==> config.mk <==
export PLATFORM = sky130hd
export DESIGN_NAME = perf_mon_unit
export DESIGN_NICKNAME = d
export VERILOG_FILES = /design/src/rtl/pmu_pkg.sv /design/src/rtl/pmu_ctrl_reg.sv /design/src/rtl/pmu_counter.sv /design/src/rtl/pmu_prescaler.sv /design/src/rtl/pmu_event_sel.sv /design/src/rtl/perf_mon_unit.sv
export SDC_FILE = /design/constraint.sdc
export NUM_CORES = 1
export LEC_CHECK = 0
export BUFFER_PORTS_ARGS = -buffer_cell sky130_fd_sc_hd__buf_2
export CORE_AREA = 5 5 161 225
export DETAILED_ROUTE_END_ITERATION = 16
export DIE_AREA = 0 0 166 230
export PLACE_DENSITY = 0.7
export SYNTH_ARGS = -nofsm -noshare
export SYNTH_HDL_FRONTEND = slang
export SYNTH_SLANG_ARGS = --single-unit
==> constraint.sdc <==
create_clock -name clk -period 5.05 [get_ports clk]
set_clock_uncertainty 0.05 [all_clocks]
set_input_delay 1.01 -clock clk [delete_from_list [all_inputs] [get_ports clk]]
set_output_delay 1.01 -clock clk [all_outputs]
set_load 0.05 [all_outputs]
==> src/rtl/pmu_pkg.sv <==
package pmu_pkg;
  localparam int CODE_W   = 8;
  localparam int NUM_EVT  = 1 << CODE_W;
  localparam int NUM_CNT  = 3;
  localparam int IDX_EVT0 = 0;
  localparam int IDX_EVT1 = 1;
  localparam int IDX_CYC  = 2;

  localparam int B_RUN     = 0;
  localparam int B_CLR_EVT = 1;
  localparam int B_CLR_CYC = 2;
  localparam int B_DIV     = 3;
  localparam int B_IE_LSB  = 4;
  localparam int B_OVF_LSB = 8;
  localparam int B_CODE_LSB = 12;

  typedef enum logic [1:0] {
    SEL_CTRL = 2'd0,
    SEL_CYC  = 2'd1,
    SEL_EVT0 = 2'd2,
    SEL_EVT1 = 2'd3
  } reg_sel_e;

  typedef struct packed {
    logic [1:0][CODE_W-1:0] code;
    logic [NUM_CNT-1:0]     ie;
    logic                   div;
    logic                   run;
  } pmu_cfg_t;
endpackage

==> src/rtl/pmu_ctrl_reg.sv <==
module pmu_ctrl_reg
  import pmu_pkg::*;
(
  input  logic               clk,
  input  logic               rst_n,
  input  logic               wr_en,
  input  logic [31:0]        wdata,
  input  logic [NUM_CNT-1:0] wrap,
  output pmu_cfg_t           cfg,
  output logic [NUM_CNT-1:0] ovf,
  output logic               clr_evt,
  output logic               clr_cyc,
  output logic [31:0]        rd_word
);
  pmu_cfg_t           cfg_q, cfg_d;
  logic [NUM_CNT-1:0] ovf_q, ovf_d, ovf_clr;
  logic               ovf_ce;
  logic               unused_wbits;

  assign unused_wbits = ^{wdata[31:28], wdata[11], wdata[7]};

  always_comb begin
    cfg_d      = cfg_q;
    cfg_d.run  = wdata[B_RUN];
    cfg_d.div  = wdata[B_DIV];
    cfg_d.ie   = wdata[B_IE_LSB +: NUM_CNT];
    cfg_d.code = wdata[B_CODE_LSB +: 2*CODE_W];
  end

  always_comb begin
    ovf_clr = wr_en ? wdata[B_OVF_LSB +: NUM_CNT] : '0;
    ovf_d   = (ovf_q & ~ovf_clr) | wrap;
    ovf_ce  = wr_en | (|wrap);
  end

  always_ff @(posedge clk or negedge rst_n) begin
    if (!rst_n) begin
      cfg_q <= '0;
    end else if (wr_en) begin
      cfg_q <= cfg_d;
    end
  end

  always_ff @(posedge clk or negedge rst_n) begin
    if (!rst_n) begin
      ovf_q <= '0;
    end else if (ovf_ce) begin
      ovf_q <= ovf_d;
    end
  end

  assign clr_evt = wr_en & wdata[B_CLR_EVT];
  assign clr_cyc = wr_en & wdata[B_CLR_CYC];
  assign cfg     = cfg_q;
  assign ovf     = ovf_q;

  always_comb begin
    rd_word = '0;
    rd_word[B_RUN]                       = cfg_q.run;
    rd_word[B_DIV]                       = cfg_q.div;
    rd_word[B_IE_LSB +: NUM_CNT]         = cfg_q.ie;
    rd_word[B_OVF_LSB +: NUM_CNT]        = ovf_q;
    rd_word[B_CODE_LSB +: 2*CODE_W]      = cfg_q.code;
  end
endmodule

==> src/rtl/pmu_counter.sv <==
module pmu_counter #(
  parameter int W = 32
) (
  input  logic         clk,
  input  logic         rst_n,
  input  logic         load,
  input  logic [W-1:0] load_val,
  input  logic         clear,
  input  logic         inc,
  output logic [W-1:0] count,
  output logic         wrap
);
  logic [W-1:0] cnt_q, cnt_d;
  logic         cnt_ce;

  always_comb begin
    cnt_ce = load | clear | inc;
    if (load)       cnt_d = load_val;
    else if (clear) cnt_d = '0;
    else            cnt_d = cnt_q + W'(1);
  end

  always_ff @(posedge clk or negedge rst_n) begin
    if (!rst_n) begin
      cnt_q <= '0;
    end else if (cnt_ce) begin
      cnt_q <= cnt_d;
    end
  end

  assign wrap  = inc & ~load & ~clear & (&cnt_q);
  assign count = cnt_q;
endmodule

==> src/rtl/pmu_prescaler.sv <==
module pmu_prescaler #(
  parameter int DIV = 64
) (
  input  logic clk,
  input  logic rst_n,
  input  logic run,
  input  logic clear,
  output logic tick
);
  localparam int PW = (DIV > 1) ? $clog2(DIV) : 1;
  localparam logic [PW-1:0] LAST = PW'(DIV - 1);

  logic [PW-1:0] pre_q, pre_d;
  logic          pre_ce;

  always_comb begin
    pre_ce = clear | run;
    if (clear)      pre_d = '0;
    else if (tick)  pre_d = '0;
    else            pre_d = pre_q + PW'(1);
  end

  always_ff @(posedge clk or negedge rst_n) begin
    if (!rst_n) begin
      pre_q <= '0;
    end else if (pre_ce) begin
      pre_q <= pre_d;
    end
  end

  assign tick = run & (pre_q == LAST);
endmodule

==> src/rtl/pmu_event_sel.sv <==
module pmu_event_sel
  import pmu_pkg::*;
(
  input  logic [NUM_EVT-1:0] events,
  input  logic [CODE_W-1:0]  code,
  output logic               hit
);
  localparam logic [CODE_W-1:0] NONE = '1;
  assign hit = (code != NONE) & events[code];
endmodule

==> src/rtl/perf_mon_unit.sv <==
module perf_mon_unit
  import pmu_pkg::*;
#(
  parameter int CNT_W    = 32,
  parameter int PRESCALE = 64
) (
  input  logic               clk,
  input  logic               rst_n,
  input  logic               reg_wr,
  input  logic [1:0]         reg_addr,
  input  logic [31:0]        reg_wdata,
  output logic [31:0]        reg_rdata,
  input  logic [NUM_EVT-1:0] event_pulse,
  output logic               irq
);
  logic                        rst_meta, rst_sync_n;
  pmu_cfg_t                    cfg;
  logic [NUM_CNT-1:0]          ovf_flags, wrap_vec;
  logic                        clr_evt, clr_cyc, run_en;
  logic [31:0]                 ctrl_word;
  logic                        pre_tick, cyc_inc;
  logic [CNT_W-1:0]            cyc_count;
  logic [1:0][CNT_W-1:0]       evt_count;
  logic                        wr_ctrl;

  always_ff @(posedge clk or negedge rst_n) begin
    if (!rst_n) begin
      rst_meta   <= 1'b0;
      rst_sync_n <= 1'b0;
    end else begin
      rst_meta   <= 1'b1;
      rst_sync_n <= rst_meta;
    end
  end

  assign wr_ctrl = reg_wr & (reg_addr == SEL_CTRL);
  assign run_en  = cfg.run;

  pmu_ctrl_reg u_ctrl (
    .clk     (clk),
    .rst_n   (rst_sync_n),
    .wr_en   (wr_ctrl),
    .wdata   (reg_wdata),
    .wrap    (wrap_vec),
    .cfg     (cfg),
    .ovf     (ovf_flags),
    .clr_evt (clr_evt),
    .clr_cyc (clr_cyc),
    .rd_word (ctrl_word)
  );

  pmu_prescaler #(.DIV(PRESCALE)) u_pre (
    .clk   (clk),
    .rst_n (rst_sync_n),
    .run   (run_en & cfg.div),
    .clear (clr_cyc),
    .tick  (pre_tick)
  );

  assign cyc_inc = run_en & (cfg.div ? pre_tick : 1'b1);

  pmu_counter #(.W(CNT_W)) u_cyc (
    .clk      (clk),
    .rst_n    (rst_sync_n),
    .load     (reg_wr & (reg_addr == SEL_CYC)),
    .load_val (reg_wdata[CNT_W-1:0]),
    .clear    (clr_cyc),
    .inc      (cyc_inc),
    .count    (cyc_count),
    .wrap     (wrap_vec[IDX_CYC])
  );

  for (genvar k = 0; k < 2; k++) begin : g_evt
    logic hit;
    pmu_event_sel u_sel (
      .events (event_pulse),
      .code   (cfg.code[k]),
      .hit    (hit)
    );
    pmu_counter #(.W(CNT_W)) u_cnt (
      .clk      (clk),
      .rst_n    (rst_sync_n),
      .load     (reg_wr & (reg_addr == 2'(SEL_EVT0 + k))),
      .load_val (reg_wdata[CNT_W-1:0]),
      .clear    (clr_evt),
      .inc      (run_en & hit),
      .count    (evt_count[k]),
      .wrap     (wrap_vec[k])
    );
  end

  always_comb begin
    unique case (reg_addr)
      SEL_CTRL: reg_rdata = ctrl_word;
      SEL_CYC:  reg_rdata = 32'(cyc_count);
      SEL_EVT0: reg_rdata = 32'(evt_count[0]);
      default:  reg_rdata = 32'(evt_count[1]);
    endcase
  end

  assign irq = |(ovf_flags & cfg.ie);
endmodule

==> results.yml <==
outcome:
  outcome: "finished, final reports clean"
synthesis:
  synth.distinct_cells: 82
  synth_most_common_cell: "nand2_1"
  synthTopCellsByArea: "dfrtp_1 (25%), mux4_2 (24%), nand2_1 (5.6%)"
  synth.avg_cell_area_sq_um: 9.63
  syn_area_sq_um: 12700
  synth_flop_cell: "dfrtp_1"
  ys_seq_area_share_pct: 25.3
  synth-seq-cells: 128
  netlist.area_leader.share_pct: 25.3
  synth_top_cell_by_area: "dfrtp_1"
  synthArstFlopShare_pct: 100
  synth_edf_count: 0
  yosys_warnings: 0
  syn_nets: 1613
  syn_inst: 1316
  synthTopCellsByCount: "nand2_1 (189), mux4_2 (133), dfrtp_1 (128)"
sta:
  slew_violations: 0
  rsz0062_at_grt: "no"
  finalCriticalPeriod_ns: 4.15
  hold_viol: 0
  fin_ws_ns: 0.900
  finalCritPeriodShare_pct: 82.2
  finalSetupViolCount: 0
  tightest_slew_ns: 1.31
  fmaxAchievable_ghz: 0.241
  tns_ns: 0
  relSlewSlack_pct: 12.4
worst_setup_path:
  critPathKind: "register to register"
  critPathSlowestCell: "dfrtp_4"
  crit_family: "compound AO/OA/AOI/OAI gates"
  arrival_ns: 4.44
  crit_fanout: 49
  cp.buffers_inverters: 2
  critical_path.most_common_cell: "buf_4"
  endpoint_kind: "register"
  r2r_setup_slack_ns: 0.90
  crit_chain: "buf_4, mux4_2, a211oi_1, a41o_1, a2111oi_4, a21oi_4, buf_4, mux2_1, o211ai_1"
  worst_setup_path_start_kind: "register"
  crit_required_ns: 5.34
  slowest_delay_ns: 0.99
clocking:
  hold_buffers: 0
  postCtsSetupBuffers: 0
  cts_buffers: 17
  cts_root_buffer: "clkbuf_16"
  htreeDepth: 4
  ctsResizeCount: 0
  tritoncts: "yes"
  clk_latency_ns: 0.43
  clock_sinks: 128
  cts.path.max_buffers: 2
  clkTransAtPathRegs_ns: 0.06
place:
  preCtsSetupSlack_ns: 0.866
  dp_hpwl_um: 42200
  numPortBuffers: 325
  gp_congestion: 1.03
global_routing:
  grt_pass1_vias: 13424
  grt_pass1_wl_um: 81400
  grt-ovfl-total: 0
  antenna_found_initial: 3
  grt_max_degree: 101
  grt_usage_pct: 27.5
worst_hold_path:
  holdCritPathClass: "register to async pin"
layout:
  multi_input_area_sq_um: 8780
  areaGrowthSynthToFinish_pct: 20.1
  n_fill_cell: 3267
  regArea_sq_um: 3220
  final_nets: 1883
  layout-drive-gt1-share_pct: 36.6
floorplanning:
  coreArea_sq_um: 33900
  dieArea_sq_um: 38200
  initial_core_util_pct: 37.3
  io_pins: 326
  die_y_um: 230
  fp-row-count: 80
  die_x_um: 166
drt:
  avgViaCountPerCell: 6.58
  wl_per_cell_um: 26.6
  drtIter0Drc: 1582
  drc_errors: 0
  ant_nets: 0
  drtPass1Iterations: 9
  vias: 13491
  totalWireLength_um: 54500
pwr:
  p_leak_nw: 6.15
  pwr_density_cell_nw_per_um2: 350
  ir_worst_vdd_v: 0.000317
run:
  maxCapViolations: 0
## flip-flops by register name, summed over array words and instances (netlist names)
| register | flops |
|---|---|
| g_evt.u_cnt.count | 64 |
| u_cyc.count | 32 |
| u_ctrl.cfg | 21 |
| u_pre.pre_q | 6 |
| u_ctrl.ovf | 3 |
| rst_meta | 1 |
| rst_sync_n | 1 |
## through the flow
step | power (mW) | cell area, sq um | util, % | instances | hold WS (ns)
after global routing | 5.55 | 15200 | 44.9 | 2051 | 0.247
final | 5.32 | 15200 | 44.9 | 2051 | 0.203
after floorplan | 3.19 | 12700 | - | 1316 | 0.281
after detailed placement | 3.91 | 14600 | 42.9 | 2018 | 0.214
after CTS | 5.31 | 15200 | 44.9 | 2050 | 0.218
after global placement | 3.87 | 14600 | 42.9 | 2018 | 0.208
## cell usage in the layout, fill, tap and decap left out, types with 6 or more instances in the layout
cell type	count
a211oi_1	12
a21oi_1	66
a221oi_1	11
a22o_1	19
a22oi_1	27
a2bb2oi_1	7
a311oi_1	6
a32oi_1	12
and2_1	14
and3_1	16
and4_1	7
buf_2	325
buf_4	29
clkbuf_16	17
clkinvlp_4	6
dfrtp_1	123
inv_1	25
mux2_2	29
mux2i_1	40
mux4_2	133
nand2_1	189
nand3_1	81
nand4_1	18
nor2_1	68
nor2b_1	13
nor3_1	14
o2111ai_1	6
o211ai_1	15
o21ai_0	77
o21ai_1	15
o22ai_1	9
o31ai_1	11
or4_1	11
xnor2_1	8
xor2_1	26
## report_power, final
part / internal, mW / switching (mW) / total [mW]
clock: 0.887 / 0.498 / 1.38
sequential: 1.21 / 0.427 / 1.64
combinational: 1.01 / 1.29 / 2.30
total: 3.11 / 2.22 / 5.32
## kinds of logic after synthesis
kind of cell,Yosys count,share of synthesized area (%)
XOR/XNOR,34,2.35
AND/OR/NAND/NOR,464,17.4
other,1,0.0296
multiplexers,204,29.7
adder cells (fa/ha/maj),4,0.395
AO/OA/AOI/OAI,349,19.4
flip-flops,128,25.3
buffers and inverters,132,5.51
## final cells by class
type	instances	share of cell area [%]
timing repair buffer	357	12.5
sequential	128	21.1
inverter	26	0.641
multi-input combinational	1056	57.7
tap	451	3.71
clock buffer	18	2.89
antenna	1	0.0164
clock inverter	14	1.41
## final timing paths
path,start,to,cells after the start
max,u_ctrl.cfg[13]$_DFFE_PN0P_,g_evt[1].u_cnt.count[11]$_DFFE_PN0P_,9
min,rst_sync_n$_DFF_PN0_,u_pre.pre_q[2]$_DFFE_PN0P_,0
max reg2reg,u_ctrl.cfg[13]$_DFFE_PN0P_,g_evt[1].u_cnt.count[11]$_DFFE_PN0P_,9
min reg2reg,rst_sync_n$_DFF_PN0_,u_pre.pre_q[2]$_DFFE_PN0P_,0
max in group asynchronous,rst_sync_n$_DFF_PN0_,u_ctrl.cfg[13]$_DFFE_PN0P_,1
min in group clk,rst_meta$_DFF_PN0_,rst_sync_n$_DFF_PN0_,0
## layer usage
layer / wire [um] / GRT usage [%]
met4: 4190 / 18.1
met1: 19000 / 31.5
met3: 4800 / 5.41
met2: 26500 / 46.6
met5: 22 / 0
No activity file was read; power rests on OpenSTA's default activity.
